===== src/rtl/acc_shift_pkg.sv =====
package acc_shift_pkg;
  localparam int DATA_W = 16;
  localparam int CNT_W  = 6;
  localparam int OP_W   = 5;

  localparam logic [OP_W-1:0] OP_SHL = 5'b00010;
  localparam logic [OP_W-1:0] OP_SHR = 5'b00011;

  typedef enum logic [2:0] {
    V_NONE,
    V_LEFT_A,
    V_LEFT_AE,
    V_NORM_A,
    V_NORM_AE,
    V_RIGHT_A,
    V_RIGHT_AE,
    V_ROT_AE
  } shift_var_e;
endpackage


===== src/rtl/shift_decode.sv =====
module shift_decode
  import acc_shift_pkg::*;
(
  input  logic [OP_W-1:0] opcode,
  input  logic [1:0]      modifier,
  output shift_var_e      variant
);
  always_comb begin
    variant = V_NONE;
    if (opcode == OP_SHL) begin
      unique case (modifier)
        2'b00:   variant = V_LEFT_A;
        2'b10:   variant = V_LEFT_AE;
        2'b01:   variant = V_NORM_A;
        default: variant = V_NORM_AE;
      endcase
    end else if (opcode == OP_SHR) begin
      unique case (modifier)
        2'b10:   variant = V_RIGHT_AE;
        2'b01:   variant = V_ROT_AE;
        default: variant = V_RIGHT_A;   // 00 and its duplicate 11
      endcase
    end
  end
endmodule


===== src/rtl/shift_step.sv =====
module shift_step
  import acc_shift_pkg::*;
#(
  parameter int W = DATA_W
) (
  input  shift_var_e     variant,
  input  logic [W-1:0]   acc,
  input  logic [W-1:0]   ext,
  output logic [W-1:0]   acc_n,
  output logic [W-1:0]   ext_n,
  output logic           cout,
  output logic           is_left,
  output logic           is_norm,
  output logic           norm_hit
);
  assign is_left  = (variant == V_LEFT_A) || (variant == V_LEFT_AE) ||
                    (variant == V_NORM_A) || (variant == V_NORM_AE);
  assign is_norm  = (variant == V_NORM_A) || (variant == V_NORM_AE);
  assign norm_hit = acc[W-1] ^ acc[W-2];

  always_comb begin
    acc_n = acc;
    ext_n = ext;
    cout  = 1'b0;
    unique case (variant)
      V_LEFT_A, V_NORM_A: begin
        acc_n = {acc[W-2:0], 1'b0};
        cout  = acc[W-1];
      end
      V_LEFT_AE, V_NORM_AE: begin
        {acc_n, ext_n} = {acc[W-2:0], ext, 1'b0};
        cout           = acc[W-1];
      end
      V_RIGHT_A:  acc_n = {acc[W-1], acc[W-1:1]};
      V_RIGHT_AE: {acc_n, ext_n} = {acc[W-1], acc, ext[W-1:1]};
      V_ROT_AE:   {acc_n, ext_n} = {ext[0], acc, ext[W-1:1]};
      default: ;
    endcase
  end
endmodule


===== src/rtl/shift_ctrl.sv =====
module shift_ctrl #(
  parameter int CW = 6
) (
  input  logic          clk,
  input  logic          rst_n,
  input  logic          start,
  input  logic          req_valid,
  input  logic [CW-1:0] count_in,
  input  logic          norm_stop,
  output logic          load_en,
  output logic          step_en,
  output logic          busy,
  output logic [CW-1:0] cnt,
  output logic          done
);
  logic          busy_q, busy_d, done_q, done_d, stop;
  logic [CW-1:0] cnt_q, cnt_d;

  always_comb begin
    load_en = start && req_valid && !busy_q;
    stop    = busy_q && ((cnt_q == '0) || norm_stop);
    step_en = busy_q && !stop;
    busy_d  = busy_q;
    cnt_d   = cnt_q;
    done_d  = stop;
    if (load_en) begin
      busy_d = 1'b1;
      cnt_d  = count_in;
    end else if (stop) begin
      busy_d = 1'b0;
    end else if (step_en) begin
      cnt_d  = cnt_q - 1'b1;
    end
  end

  always_ff @(posedge clk or negedge rst_n) begin
    if (!rst_n) begin
      busy_q <= 1'b0;
      cnt_q  <= '0;
      done_q <= 1'b0;
    end else begin
      busy_q <= busy_d;
      cnt_q  <= cnt_d;
      done_q <= done_d;
    end
  end

  assign busy = busy_q;
  assign cnt  = cnt_q;
  assign done = done_q;

  assert_done_pulse_R9: assert property (@(posedge clk) disable iff (!rst_n)
    done |=> !done);
  assert_count_step_R9: assert property (@(posedge clk) disable iff (!rst_n)
    step_en |=> (cnt_q == $past(cnt_q) - 1'b1));
  assert_zero_count_R10: assert property (@(posedge clk) disable iff (!rst_n)
    (load_en && count_in == '0) |=> ##1 done);
  assert_busy_ignore_R11: assert property (@(posedge clk) disable iff (!rst_n)
    (busy_q && !stop) |=> busy_q);
endmodule


===== src/rtl/acc_shift_unit.sv =====
module acc_shift_unit
  import acc_shift_pkg::*;
#(
  parameter int W  = DATA_W,
  parameter int CW = CNT_W
) (
  input  logic            clk,
  input  logic            rst_n,
  input  logic            start,
  input  logic [OP_W-1:0] opcode,
  input  logic [1:0]      modifier,
  input  logic [CW-1:0]   count_in,
  input  logic [W-1:0]    acc_in,
  input  logic [W-1:0]    ext_in,
  output logic [W-1:0]    acc_out,
  output logic [W-1:0]    ext_out,
  output logic            carry,
  output logic [CW-1:0]   count_out,
  output logic            done
);
  shift_var_e    dec_var, var_q, var_d;
  logic [W-1:0]  acc_q, acc_d, ext_q, ext_d, acc_s, ext_s;
  logic          carry_q, carry_d, cout, is_left, is_norm, norm_hit;
  logic          load_en, step_en, busy;

  shift_decode u_decode (
    .opcode  (opcode),
    .modifier(modifier),
    .variant (dec_var)
  );

  shift_step #(.W(W)) u_step (
    .variant (var_q),
    .acc     (acc_q),
    .ext     (ext_q),
    .acc_n   (acc_s),
    .ext_n   (ext_s),
    .cout    (cout),
    .is_left (is_left),
    .is_norm (is_norm),
    .norm_hit(norm_hit)
  );

  shift_ctrl #(.CW(CW)) u_ctrl (
    .clk      (clk),
    .rst_n    (rst_n),
    .start    (start),
    .req_valid(dec_var != V_NONE),
    .count_in (count_in),
    .norm_stop(is_norm && norm_hit),
    .load_en  (load_en),
    .step_en  (step_en),
    .busy     (busy),
    .cnt      (count_out),
    .done     (done)
  );

  always_comb begin
    acc_d   = acc_q;
    ext_d   = ext_q;
    carry_d = carry_q;
    var_d   = var_q;
    if (load_en) begin
      acc_d   = acc_in;
      ext_d   = ext_in;
      carry_d = 1'b0;
      var_d   = dec_var;
    end else if (step_en) begin
      acc_d = acc_s;
      ext_d = ext_s;
      if (is_left) carry_d = cout;
    end
  end

  always_ff @(posedge clk or negedge rst_n) begin
    if (!rst_n) begin
      acc_q   <= '0;
      ext_q   <= '0;
      carry_q <= 1'b0;
      var_q   <= V_NONE;
    end else begin
      acc_q   <= acc_d;
      ext_q   <= ext_d;
      carry_q <= carry_d;
      var_q   <= var_d;
    end
  end

  assign acc_out = acc_q;
  assign ext_out = ext_q;
  assign carry   = carry_q;

  assert_carry_right_R6: assert property (@(posedge clk) disable iff (!rst_n)
    (busy && !is_left) |-> !carry_q);
  assert_ext_hold_R1: assert property (@(posedge clk) disable iff (!rst_n)
    (busy && (var_q == V_LEFT_A || var_q == V_NORM_A || var_q == V_RIGHT_A))
      |=> $stable(ext_q));
  assert_rotate_bits_R5: assert property (@(posedge clk) disable iff (!rst_n)
    (busy && var_q == V_ROT_AE)
      |=> ($countones({acc_q, ext_q}) == $countones($past({acc_q, ext_q}))));
  assert_idle_hold_R11: assert property (@(posedge clk) disable iff (!rst_n)
    (!busy && !load_en) |=> ($stable(acc_q) && $stable(ext_q) && $stable(carry_q)));
endmodule


===== config.mk =====
export PLATFORM = sky130hd
export DESIGN_NAME = acc_shift_unit
export DESIGN_NICKNAME = d
export VERILOG_FILES = /design/src/rtl/acc_shift_pkg.sv /design/src/rtl/shift_decode.sv /design/src/rtl/shift_step.sv /design/src/rtl/shift_ctrl.sv /design/src/rtl/acc_shift_unit.sv
export SDC_FILE = /design/constraint.sdc
export NUM_CORES = 1
export LEC_CHECK = 0
export CELL_PAD_IN_SITES_DETAIL_PLACEMENT = 0
export CELL_PAD_IN_SITES_GLOBAL_PLACEMENT = 1
export CORE_ASPECT_RATIO = 2
export CORE_MARGIN = 1
export CORE_UTILIZATION = 23
export CTS_BUF_LIST = sky130_fd_sc_hd__clkbuf_8
export CTS_CLUSTER_SIZE = 30
export DETAILED_ROUTE_END_ITERATION = 8
export GPL_TIMING_DRIVEN = 1
export PLACE_DENSITY = 0.67
export SLEW_MARGIN = 20
export SYNTH_ARGS = -nofsm -noshare
export SYNTH_HDL_FRONTEND = slang
export SYNTH_HIERARCHICAL = 1
export SYNTH_SLANG_ARGS = --single-unit

===== constraint.sdc =====
create_clock -name clk -period 4.3 [get_ports clk]
set_input_delay 0.86 -clock clk [delete_from_list [all_inputs] [get_ports clk]]
set_output_delay 0.86 -clock clk [all_outputs]
set_load 0.01 [all_outputs]

==> flow_summary.toml <==
[status]
status = "finished clean"

[cts]
post_cts_buffers = 0
cts_resized = 0
cts_root_buffer = "clkbuf_8"
cts_hold_buffers = 0
clock_path_buffers = 2
cts_buffers = 5
clkTransAtPathRegs_ns = 0.10
clock_latency_ns = 0.31
htreeDepth = 2
cts.sink_count = 44
cts_tree = "built"

[timing]
whs_ns = 0.542
min_period_over_period_pct = 72.3
report.final.slew_viol_count = 0
finalWorstSetupSlack_ns = 1.19
relSlewSlack_pct = 50.1
final-setup-viol-count = 0
rsz0062_at_grt = "false"
timing_hold_violations_final = 0
fin_skew_ns = 0.00589
period_minus_slack_ns = 3.11
worst_pin_slew_ns = 0.747
setup_tns_ns = 0
fmax_mhz = 322

[routing]
ant_nets = 0
route.detailed.wl_per_inst_microns = 15.3
drc_errors = 0
via_count = 3027
first_iter_violations = 100
vias_per_cell = 4.82
wl_microns = 9610
first_pass_iters = 4

[setup_path]
cp_num_buf_inv = 2
worst-setup-path-type = "in2reg"
cp.arrival_ns = 3.29
critPathSlowestCell = "nor2_4"
reg2reg_setup_slack_ns = 1.40
start_kind = "input pin"
crit_path_max_fanout = 47
critPathMaxStageDelay_ns = 0.58
rr_startpoint = "var_q[1]"
reg2regPathDepth = 11
worstReg2RegEnd = "ext_out[12]"
path_delay_family = "simple AND/OR/NAND/NOR gates"
path_cells = "clkdlybuf4s50_1 > or4b_4 > a21oi_1 > or3_1 > nand2_1 > nor2_4 > buf_12 > o21ai_0"
required_ns = 4.49
critPathCaptureType = "flip-flop"

[placement]
gp_congestion = 0.757
dp_cells = 620
dp_hpwl_microns = 6870
port-buffer-count = 87
pre_cts_ws_ns = 0.820

[synthesis]
synth_ff_type = "dfrtp_1"
post-synth-top-count-cell = "dfrtp_1"
synth_common_cells = "dfrtp_1, nand2_1, mux2i_1"
synth-edff-count = 0
async_flop_share_pct = 100
syn-num-nets = 426
synth.distinct_cells = 49
synth_top_area_share_pct = 34.1
synth-seq-cells = 44
synthTopCellsByArea = "dfrtp_1, mux2i_1, o21ai_0"
yosysSeqAreaShare_pct = 34.1
syn-cell-area_sq_um = 3220
syn_inst = 372
syn_area_per_cell_sq_um = 8.67
synth_area_leader_cell = "dfrtp_1"
yosys_warnings = 6

[floorplan]
row_count = 60
die_w_microns = 85.7
core_sq_um = 13600
top_level_ports = 88
start_util_pct = 23.7
chipHeight_microns = 169
dieArea_sq_um = 14500

[pwr]
p_leak_nw = 1.79
vdd_drop_max_uv = 199
power_density_nw_per_um2 = 623

[final_layout]
n_antenna_cell = 0
layout-drive-gt1-share_pct = 7.01
fill_cells = 1475
layout.area.seq_sq_um = 1100
fin_nets = 495
synthToLayoutAreaGrowth_pct = 34.3
multiInputGateArea_sq_um = 1920
final_cells = 628

[global_route]
antenna_found_initial = 0
grt_pass1_wl_microns = 15300
grt_max_degree = 48
grt_pass1_vias = 3137
grt-ovfl-total = 0
grt_usage_pct = 13.4

[min_path]
worstHoldPathType = "in2async"

[flow_run]
drv_cap = 0
==> through the flow <==
stage,power (mW),util [%],instance area (sq um)
floorplan,1.76,-,3220
global placement,2.37,31.0,4210
detailed placement,2.39,31.0,4210
CTS,2.74,31.9,4330
global route,2.92,31.9,4330
finish,2.70,31.9,4330
==> how the worst max path moves through the flow <==
stage,slack (ns),start,endpoint,cells after the start
after CTS,1.16,opcode[4],acc_out[12],8
after detailed placement,0.82,opcode[4],acc_out[12],8
after floorplan,1.47,opcode[4],var_q[0],8
after global routing,0.98,modifier[0],acc_out[15],11
after global placement,0.87,opcode[4],acc_out[11],8
final,1.19,opcode[4],acc_out[12],8
==> power by group <==
group | internal, mW | switching (mW) | total [mW]
registers | 0.615 | 0.280 | 0.895
clock network | 0.175 | 0.166 | 0.341
logic | 0.805 | 0.657 | 1.46
total | 1.60 | 1.10 | 2.70
==> logic make-up (layout without fill, tap and decap cells) <==
group / after synthesis / count (layout) / synth area share, %
AO/OA/AOI/OAI: 125 / 125 / 23.6
AND/OR/NAND/NOR: 110 / 110 / 18.7
flip-flops: 44 / 44 / 34.1
buffers and inverters: 41 / 111 / 7.02
multiplexers: 40 / 40 / 12.5
adder cells (fa/ha/maj): 7 / 7 / 2.68
XOR/XNOR: 5 / 5 / 1.36
==> final cells by class <==
cell class                 instances  share of cell area, %
clock inverter                     3                   1.07
inverter                          10                  0.867
sequential                        44                   25.4
timing repair buffer              93                   21.4
tap                              186                   5.37
multi-input combinational        287                   44.3
clock buffer                       5                   1.59
==> routing by layer <==
metal	up-vias	GRT usage, %	wire length (microns)
met1	1458	13.4	3510
li1	1480	-	-
met5	-	0	0
met4	0	6.01	238
met3	13	1.51	290
met2	76	26.8	5570
==> placed cells by master, fill, tap and decap left out, types with 2 or more instances in the layout <==
cell type,n
or4b_4,2
nor2_1,6
nand2_1,40
and2_1,3
o31ai_1,2
nand2b_1,18
dfrtp_1,44
buf_4,6
o21ai_0,35
o21a_1,2
clkdlybuf4s50_1,86
xnor2_1,4
mux2i_1,37
a211oi_1,2
nand3_1,2
a211o_1,13
or3_1,15
mux2_2,3
a21oi_1,17
or2_2,2
inv_1,9
clkbuf_8,5
o21ai_1,29
o211ai_1,14
ha_1,6
o221ai_1,2
and3_1,12
==> flip-flops by register name (all words and copies together) (netlist names) <==
| name | count |
|---|---|
| ext_out | 16 |
| u_ctrl/cnt | 6 |
| carry | 1 |
| acc_out | 16 |
| u_ctrl/done | 1 |
| u_ctrl/busy | 1 |
| var_q | 3 |
==> worst register-to-register path: cells and delay by family, from the launching register on <==
kind,cells,cell delay [ns]
AND/OR/NAND/NOR,4,0.72
buffers and inverters,3,1.08
flip-flops,1,0.33
multiplexers,1,0.33
AO/OA/AOI/OAI,3,0.32
(Power assumes the default switching activity.)
